## src/rtl/uart_regif_pkg.sv

```systemverilog
package uart_regif_pkg;
  localparam logic ADDR_DATA = 1'b0;
  localparam logic ADDR_STAT = 1'b1;

  localparam int STAT_W   = 8;
  localparam int BIT_RXC  = 7;
  localparam int BIT_TXC  = 6;
  localparam int BIT_DRE  = 5;
  localparam int BIT_FERR = 4;
  localparam int BIT_OVR  = 3;
  localparam int BIT_MODE = 0;
endpackage

```

## src/rtl/uart_tx_hold.sv

```systemverilog
module uart_tx_hold #(
  parameter int DATA_W = 8
) (
  input  logic              clk,
  input  logic              rst_n,
  input  logic              wr_en,
  input  logic [DATA_W-1:0] wr_data,
  input  logic              tx_idle,
  input  logic              tx_load_ack,
  input  logic              tx_done,
  input  logic              txc_clr,
  output logic              load_req,
  output logic [DATA_W-1:0] load_data,
  output logic              dre,
  output logic              txc
);
  logic [DATA_W-1:0] hold_q;
  logic              dre_q, dre_d;
  logic              txc_q, txc_d;

  assign load_req  = ~dre_q & tx_idle;
  assign load_data = hold_q;
  assign dre       = dre_q;
  assign txc       = txc_q;

  always_comb begin
    dre_d = dre_q;
    if (load_req && tx_load_ack) dre_d = 1'b1;
    if (wr_en)                   dre_d = 1'b0;
  end

  always_comb begin
    txc_d = txc_q;
    if (txc_clr)                          txc_d = 1'b0;
    if (tx_done && dre_q && !wr_en)       txc_d = 1'b1;
  end

  always_ff @(posedge clk or negedge rst_n) begin
    if (!rst_n) begin
      dre_q <= 1'b1;
      txc_q <= 1'b0;
    end else begin
      dre_q <= dre_d;
      txc_q <= txc_d;
    end
  end

  always_ff @(posedge clk or negedge rst_n) begin
    if (!rst_n)     hold_q <= '0;
    else if (wr_en) hold_q <= wr_data;
  end
endmodule

```

## src/rtl/uart_rx_buf.sv

```systemverilog
module uart_rx_buf #(
  parameter int DATA_W = 8
) (
  input  logic              clk,
  input  logic              rst_n,
  input  logic              rd_en,
  input  logic              rx_valid,
  input  logic [DATA_W-1:0] rx_data,
  input  logic              rx_frame_err,
  output logic [DATA_W-1:0] rx_byte,
  output logic              rxc,
  output logic              ferr,
  output logic              ovr
);
  logic [DATA_W-1:0] byte_q;
  logic              rxc_q, rxc_d;
  logic              fe_q, fe_d;
  logic              ovr_q, ovr_d;
  logic              accept;

  assign accept  = rx_valid & (~rxc_q | rd_en);
  assign rx_byte = byte_q;
  assign rxc     = rxc_q;
  assign ferr    = fe_q;
  assign ovr     = ovr_q;

  always_comb begin
    rxc_d = rxc_q;
    fe_d  = fe_q;
    ovr_d = ovr_q;
    if (rd_en) begin
      rxc_d = 1'b0;
      ovr_d = 1'b0;
    end
    if (accept) begin
      rxc_d = 1'b1;
      fe_d  = rx_frame_err;
    end else if (rx_valid) begin
      ovr_d = 1'b1;
    end
  end

  always_ff @(posedge clk or negedge rst_n) begin
    if (!rst_n) begin
      rxc_q <= 1'b0;
      fe_q  <= 1'b0;
      ovr_q <= 1'b0;
    end else begin
      rxc_q <= rxc_d;
      fe_q  <= fe_d;
      ovr_q <= ovr_d;
    end
  end

  always_ff @(posedge clk or negedge rst_n) begin
    if (!rst_n)      byte_q <= '0;
    else if (accept) byte_q <= rx_data;
  end
endmodule

```

## src/rtl/uart_regif.sv

```systemverilog
module uart_regif
  import uart_regif_pkg::*;
#(
  parameter int DATA_W = 8
) (
  input  logic              clk,
  input  logic              rst_n,
  input  logic              bus_addr,
  input  logic              bus_we,
  input  logic              bus_re,
  input  logic [DATA_W-1:0] bus_wdata,
  output logic [DATA_W-1:0] bus_rdata,
  input  logic              tx_idle,
  input  logic              tx_load_ack,
  input  logic              tx_done,
  output logic              tx_load_req,
  output logic [DATA_W-1:0] tx_load_data,
  input  logic              rx_valid,
  input  logic [DATA_W-1:0] rx_data,
  input  logic              rx_frame_err,
  input  logic              rxc_irq_en,
  input  logic              txc_irq_en,
  input  logic              dre_irq_en,
  input  logic              txc_irq_ack,
  output logic              rx_irq,
  output logic              txc_irq,
  output logic              dre_irq
);
  logic [1:0]        rst_pipe;
  logic              rst_sync_n;
  logic              data_wr, data_rd, stat_wr;
  logic              txc_clr;
  logic              dre_flag, txc_flag, rxc_flag, fe_flag, ovr_flag;
  logic              mode_q, mode_d;
  logic [DATA_W-1:0] rx_byte;
  logic [DATA_W-1:0] stat_word;

  always_ff @(posedge clk or negedge rst_n) begin
    if (!rst_n) rst_pipe <= 2'b00;
    else        rst_pipe <= {rst_pipe[0], 1'b1};
  end
  assign rst_sync_n = rst_pipe[1];

  assign data_wr = bus_we & (bus_addr == ADDR_DATA);
  assign data_rd = bus_re & (bus_addr == ADDR_DATA);
  assign stat_wr = bus_we & (bus_addr == ADDR_STAT);
  assign txc_clr = txc_irq_ack | (stat_wr & bus_wdata[BIT_TXC]);

  uart_tx_hold #(.DATA_W(DATA_W)) u_tx (
    .clk         (clk),
    .rst_n       (rst_sync_n),
    .wr_en       (data_wr),
    .wr_data     (bus_wdata),
    .tx_idle     (tx_idle),
    .tx_load_ack (tx_load_ack),
    .tx_done     (tx_done),
    .txc_clr     (txc_clr),
    .load_req    (tx_load_req),
    .load_data   (tx_load_data),
    .dre         (dre_flag),
    .txc         (txc_flag)
  );

  uart_rx_buf #(.DATA_W(DATA_W)) u_rx (
    .clk          (clk),
    .rst_n        (rst_sync_n),
    .rd_en        (data_rd),
    .rx_valid     (rx_valid),
    .rx_data      (rx_data),
    .rx_frame_err (rx_frame_err),
    .rx_byte      (rx_byte),
    .rxc          (rxc_flag),
    .ferr         (fe_flag),
    .ovr          (ovr_flag)
  );

  always_comb begin
    mode_d = mode_q;
    if (stat_wr) mode_d = bus_wdata[BIT_MODE];
  end

  always_ff @(posedge clk or negedge rst_sync_n) begin
    if (!rst_sync_n) mode_q <= 1'b0;
    else             mode_q <= mode_d;
  end

  always_comb begin
    stat_word           = '0;
    stat_word[BIT_RXC]  = rxc_flag;
    stat_word[BIT_TXC]  = txc_flag;
    stat_word[BIT_DRE]  = dre_flag;
    stat_word[BIT_FERR] = fe_flag;
    stat_word[BIT_OVR]  = ovr_flag;
    stat_word[BIT_MODE] = mode_q;
  end

  assign bus_rdata = (bus_addr == ADDR_DATA) ? rx_byte : stat_word;

  assign rx_irq  = rxc_flag & rxc_irq_en;
  assign txc_irq = txc_flag & txc_irq_en;
  assign dre_irq = dre_flag & dre_irq_en;
endmodule

```

## config.mk

```make
export PLATFORM = sky130hd
export DESIGN_NAME = uart_regif
export DESIGN_NICKNAME = d
export VERILOG_FILES = /design/src/rtl/uart_regif_pkg.sv /design/src/rtl/uart_tx_hold.sv /design/src/rtl/uart_rx_buf.sv /design/src/rtl/uart_regif.sv
export SDC_FILE = /design/constraint.sdc
export NUM_CORES = 1
export LEC_CHECK = 0
export BUFFER_PORTS_ARGS = -buffer_cell sky130_fd_sc_hd__buf_2
export CAP_MARGIN = 10
export CORE_MARGIN = 8
export CORE_UTILIZATION = 48
export CTS_CLUSTER_DIAMETER = 150
export DETAILED_ROUTE_END_ITERATION = 6
export HOLD_SLACK_MARGIN = 0.06
export MAX_ROUTING_LAYER = met4
export PLACE_DENSITY_LB_ADDON = 0.08
export SLEW_MARGIN = 20
export SYNTH_ARGS = -nofsm -noshare
export SYNTH_HDL_FRONTEND = slang
export SYNTH_SLANG_ARGS = --single-unit
```

## constraint.sdc

```tcl
create_clock -name clk -period 1.8 [get_ports clk]
set_input_delay 0.36 -clock clk [delete_from_list [all_inputs] [get_ports clk]]
set_output_delay 0.36 -clock clk [all_outputs]
set_load 0.005 [all_outputs]
```

After elaboration in Yosys (flattened, before gate mapping)

Cells that the tools add are included.

Muxes and demuxes: 10
Bitwise operators: 14
Reduce and logical (&&, ||, !) cells: 7

Operator list:

| operator           | count |
|---|---|
| bitwise AND 1 bit  | 9 |
| 2-to-1 mux 1 bit   | 9 |
| 2-to-1 mux 8 bit   | 1 |
| nonzero test 2 bit | 3 |
| logical AND 1 bit  | 3 |
| inverter 1 bit     | 3 |
| bitwise OR 1 bit   | 2 |
| zero test 1 bit    | 1 |

Flip-flop bits (word level): 24
Input bits: 30
Output and inout port bits: 20
Word-level logic and storage cells: 40

Longest topological paths before layout

Depth in word-level cells: 5
Mapped depth: 4
Depth with buffers taken out: 3

By module

A second synthesis with hierarchy kept.

Cells, all modules: 71
Area total of the unflattened synthesis: 1,089.8 um^2

By module, submodules not included:

| module       | times used | cells each | area each (um^2) | seq. area each (um^2) |
|---|---|---|---|---|
| uart_rx_buf  | 1          | 25         | 417.9            | 275.3 |
| uart_tx_hold | 1          | 25         | 414.1            | 251.5 |
| uart_regif   | 1          | 21         | 257.7            | 75.1 |

Worst setup path before layout

Ideal clock, no wire load.

Path type: input port to output port
From: in bus_addr
To: out bus_rdata[0]
Arrival time: 886 ps
Required time: 1,440 ps
Slack: 554 ps
Stages on the path: 2
Path buffers: 1
Cell sequence: buf_2 > mux2_2

Word-level cells in the longest chain between the ends: 1

Ends and longest elaborated chain:

| item               | line             | text |
|---|---|---|
| start: declaration | uart_regif.sv:8  | `input logic bus_addr,` |
| 2-to-1 mux 8 bit   | uart_regif.sv:97 | `assign bus_rdata = (bus_addr == ADDR_DATA) ? rx_byte : stat_word;` |
| end: declaration   | uart_regif.sv:12 | `output logic [DATA_W-1:0] bus_rdata,` |

Every way passes these cells.

Final worst setup path

From: reg u_rx.rxc_q (netlist: u_rx.rxc)
To: out bus_rdata[7]

Word-level cells in the longest chain between the ends: 1

Ends and longest elaborated chain:

| item                     | line              | text |
|---|---|---|
| start: declaration       | uart_rx_buf.sv:16 | `logic rxc_q, rxc_d;` |
| start signal: assignment | uart_rx_buf.sv:49 | `rxc_q <= rxc_d;` |
| 2-to-1 mux 8 bit         | uart_regif.sv:97  |  |

Every way passes these cells.

==> metrics.cfg <==
[worst_hold_path]
hold_path.class=in -> reg
hp-start=bus_we
hold_end=u_tx.dre
min_delay_path_depth=2

[critical_path]
r2r_setup_slack_ns=0.53
cp_max_fo=5
worstReg2RegEnd=u_rx.rx_byte[7]
rr_worst_depth=2
worstReg2RegStart=u_rx.rxc
start_kind=register
critPathArrivalTime_ns=1.17
crit_path_end_kind=output pin
crit_required_ns=1.44
criticalPathCategory=reg -> out

[cells_and_area]
final_nets=155
instances_no_fill=151
diodes=0
syn_to_final_growth_pct=30.7
drive_above_1_share_pct=64.5
nFillCells=180
stdcell_area_um2=1330
final_cell_mix=buf_2, mux2_2, dfrtp_1
layout_commonest_cell=buf_2
post-route-util_pct=67.2

[power_and_ir_drop]
vdd_ir_drop_max_mv=0.814
power_leakage_nw=0.661
power_w=0.00116
p_per_area_nw_per_um2=874

[timing]
fin_crit_sh_pct=84.8
fin_crit_ns=1.53
worstMarginPinSlew_ns=0.577
fmax_mhz=655
fin_tns_setup_ns=0
drv_slew=0
hold_viol_final=0
skew_ns=0.00574
setup_violations=0
relSlewSlack_pct=61.6
rsz0062_at_grt=no

[placement]
portBuffers=49
place_area_um2=1300
gp_congestion=0.644
dp_hpwl_um=1800
post-place-cells=146

[logic_synthesis]
ys_seq_area_share_pct=59.0
avgSynthCellArea_um2=14.4
postSynthCellCount=71
synth_fp_nets=101
synth_warnings=0
ys_types=15
synth_seq_cells=24
syn-cell-area_um2=1020

[routing]
via_count=735
postRouteWirelength_um=2210
viasPerCell=4.87
wl_per_cell_um=14.6
drt-initial-drc-count=12
drc=0
ant_nets=0
drtPass1Iterations=3

[cts]
clock_latency_ns=0.31
htreeDepth=1
cts_root_buf=clkbuf_4
cts_tree=built
numCtsBuffers=3
cts.repair.resized=0
path_clk_slew_ns=0.12
cts_sinks=24
clk_path_buf_depth=2

[floorplanning]
rows=16
die_area_um2=3860
die_h_um=62.1
core_area_um2=1980
die_w_um=62.1
initial_utilization_pct=51.5
ios=50

[outcome]
status=complete, no violations

[grt]
grt_pass1_vias=813
grt_usage_pct=13.2
grt_pass1_wl_um=3530
grt_max_degree=16
grt-ovfl-total=0
antenna_found_initial=0

[job]
cap_violations=0

-- through the flow --
step,hold slack (ns),setup slack (ns)
final,0.227,0.273
after global routing,0.199,0.201
after CTS,0.220,0.256
after detailed placement,0.152,0.259
after global placement,0.144,0.286
after floorplan,0.0644,0.554
-- report_power, final --
group	leakage (nW)	switching (W)	total (W)	internal [W]
Combinational	0.366	0.0000945	0.000257	0.000163
Sequential	0.279	0.0000487	0.000672	0.000623
Clock	0.0150	0.000149	0.000235	0.0000865
-- how the worst max path moves through the flow --
stage                     startpoint               to  slack, ns  cells past startpoint
final                       u_rx.rxc     bus_rdata[7]       0.27                      2
after CTS                   u_rx.rxc     bus_rdata[7]       0.26                      2
after global placement      bus_addr  u_rx.rx_byte[7]       0.29                      4
after global routing        u_rx.rxc     bus_rdata[7]       0.20                      2
after detailed placement    bus_addr  u_rx.rx_byte[7]       0.26                      4
after floorplan             bus_addr     bus_rdata[0]       0.55                      2
-- layout make-up --
cell class | instances | area (µm²) | share of cell area (%)
Clock buffer | 4 | 26.3 | 1.97
Inverter | 2 | 7.51 | 0.563
Multi-Input combinational cell | 43 | 400 | 30.0
Sequential cell | 24 | 602 | 45.2
Tap cell | 27 | 33.8 | 2.54
Timing Repair Buffer | 51 | 263 | 19.7
-- worst max-delay path: stages, from the launching register on --
cell	delay [ns]
dfrtp_1	0.46
mux2_2	0.28
buf_2	0.12
-- state kept, by name (all words and copies together) (netlist names) --
signal,flops
mode_q,1
rst_pipe,2
u_rx.ferr,1
u_rx.ovr,1
u_rx.rx_byte,8
u_rx.rxc,1
u_tx.dre,1
u_tx.load_data,8
u_tx.txc,1
-- kinds of logic (layout without fill, tap and decap cells) --
group,Yosys count,count (layout),synth area share (%)
buffers and inverters,4,57,1.72
DFF,24,24,59.0
other,1,1,0.368
and+or+nand+nor,9,9,6.01
AOI/OAI and AO/OA,9,9,6.38
muxes,24,24,26.5
-- layer usage --
layer  global-route usage, %  wire [µm]  up-vias
met3                    3.29        186        4
met5                       -          0        -
met4                    7.79         51        0
met2                    23.2       1130       24
li1                        -          -      349
met1                    12.8        841      358
-- repair_timing --
| action | in CTS | in global routing |
|---|---|---|
| setup buffers | 0 | 0 |
| hold buffers | 1 | 0 |
| endpoints found under the hold margin | 2 | 0 |
-- cell usage after synthesis, drive strengths merged --
cell    number  area, µm²
nand2        1       3.75
a21oi        6       30.0
inv          2       7.51
and2         3       18.8
a21o         1       7.51
a21boi       1       18.8
dfrtp       23        576
nand2b       2       20.0
buf          2       10.0
mux2        24        270
nor2b        3       18.8
a32oi        1       8.76
conb         1       3.75
dfstp        1       26.3
Power figures use the tool's default switching activity.
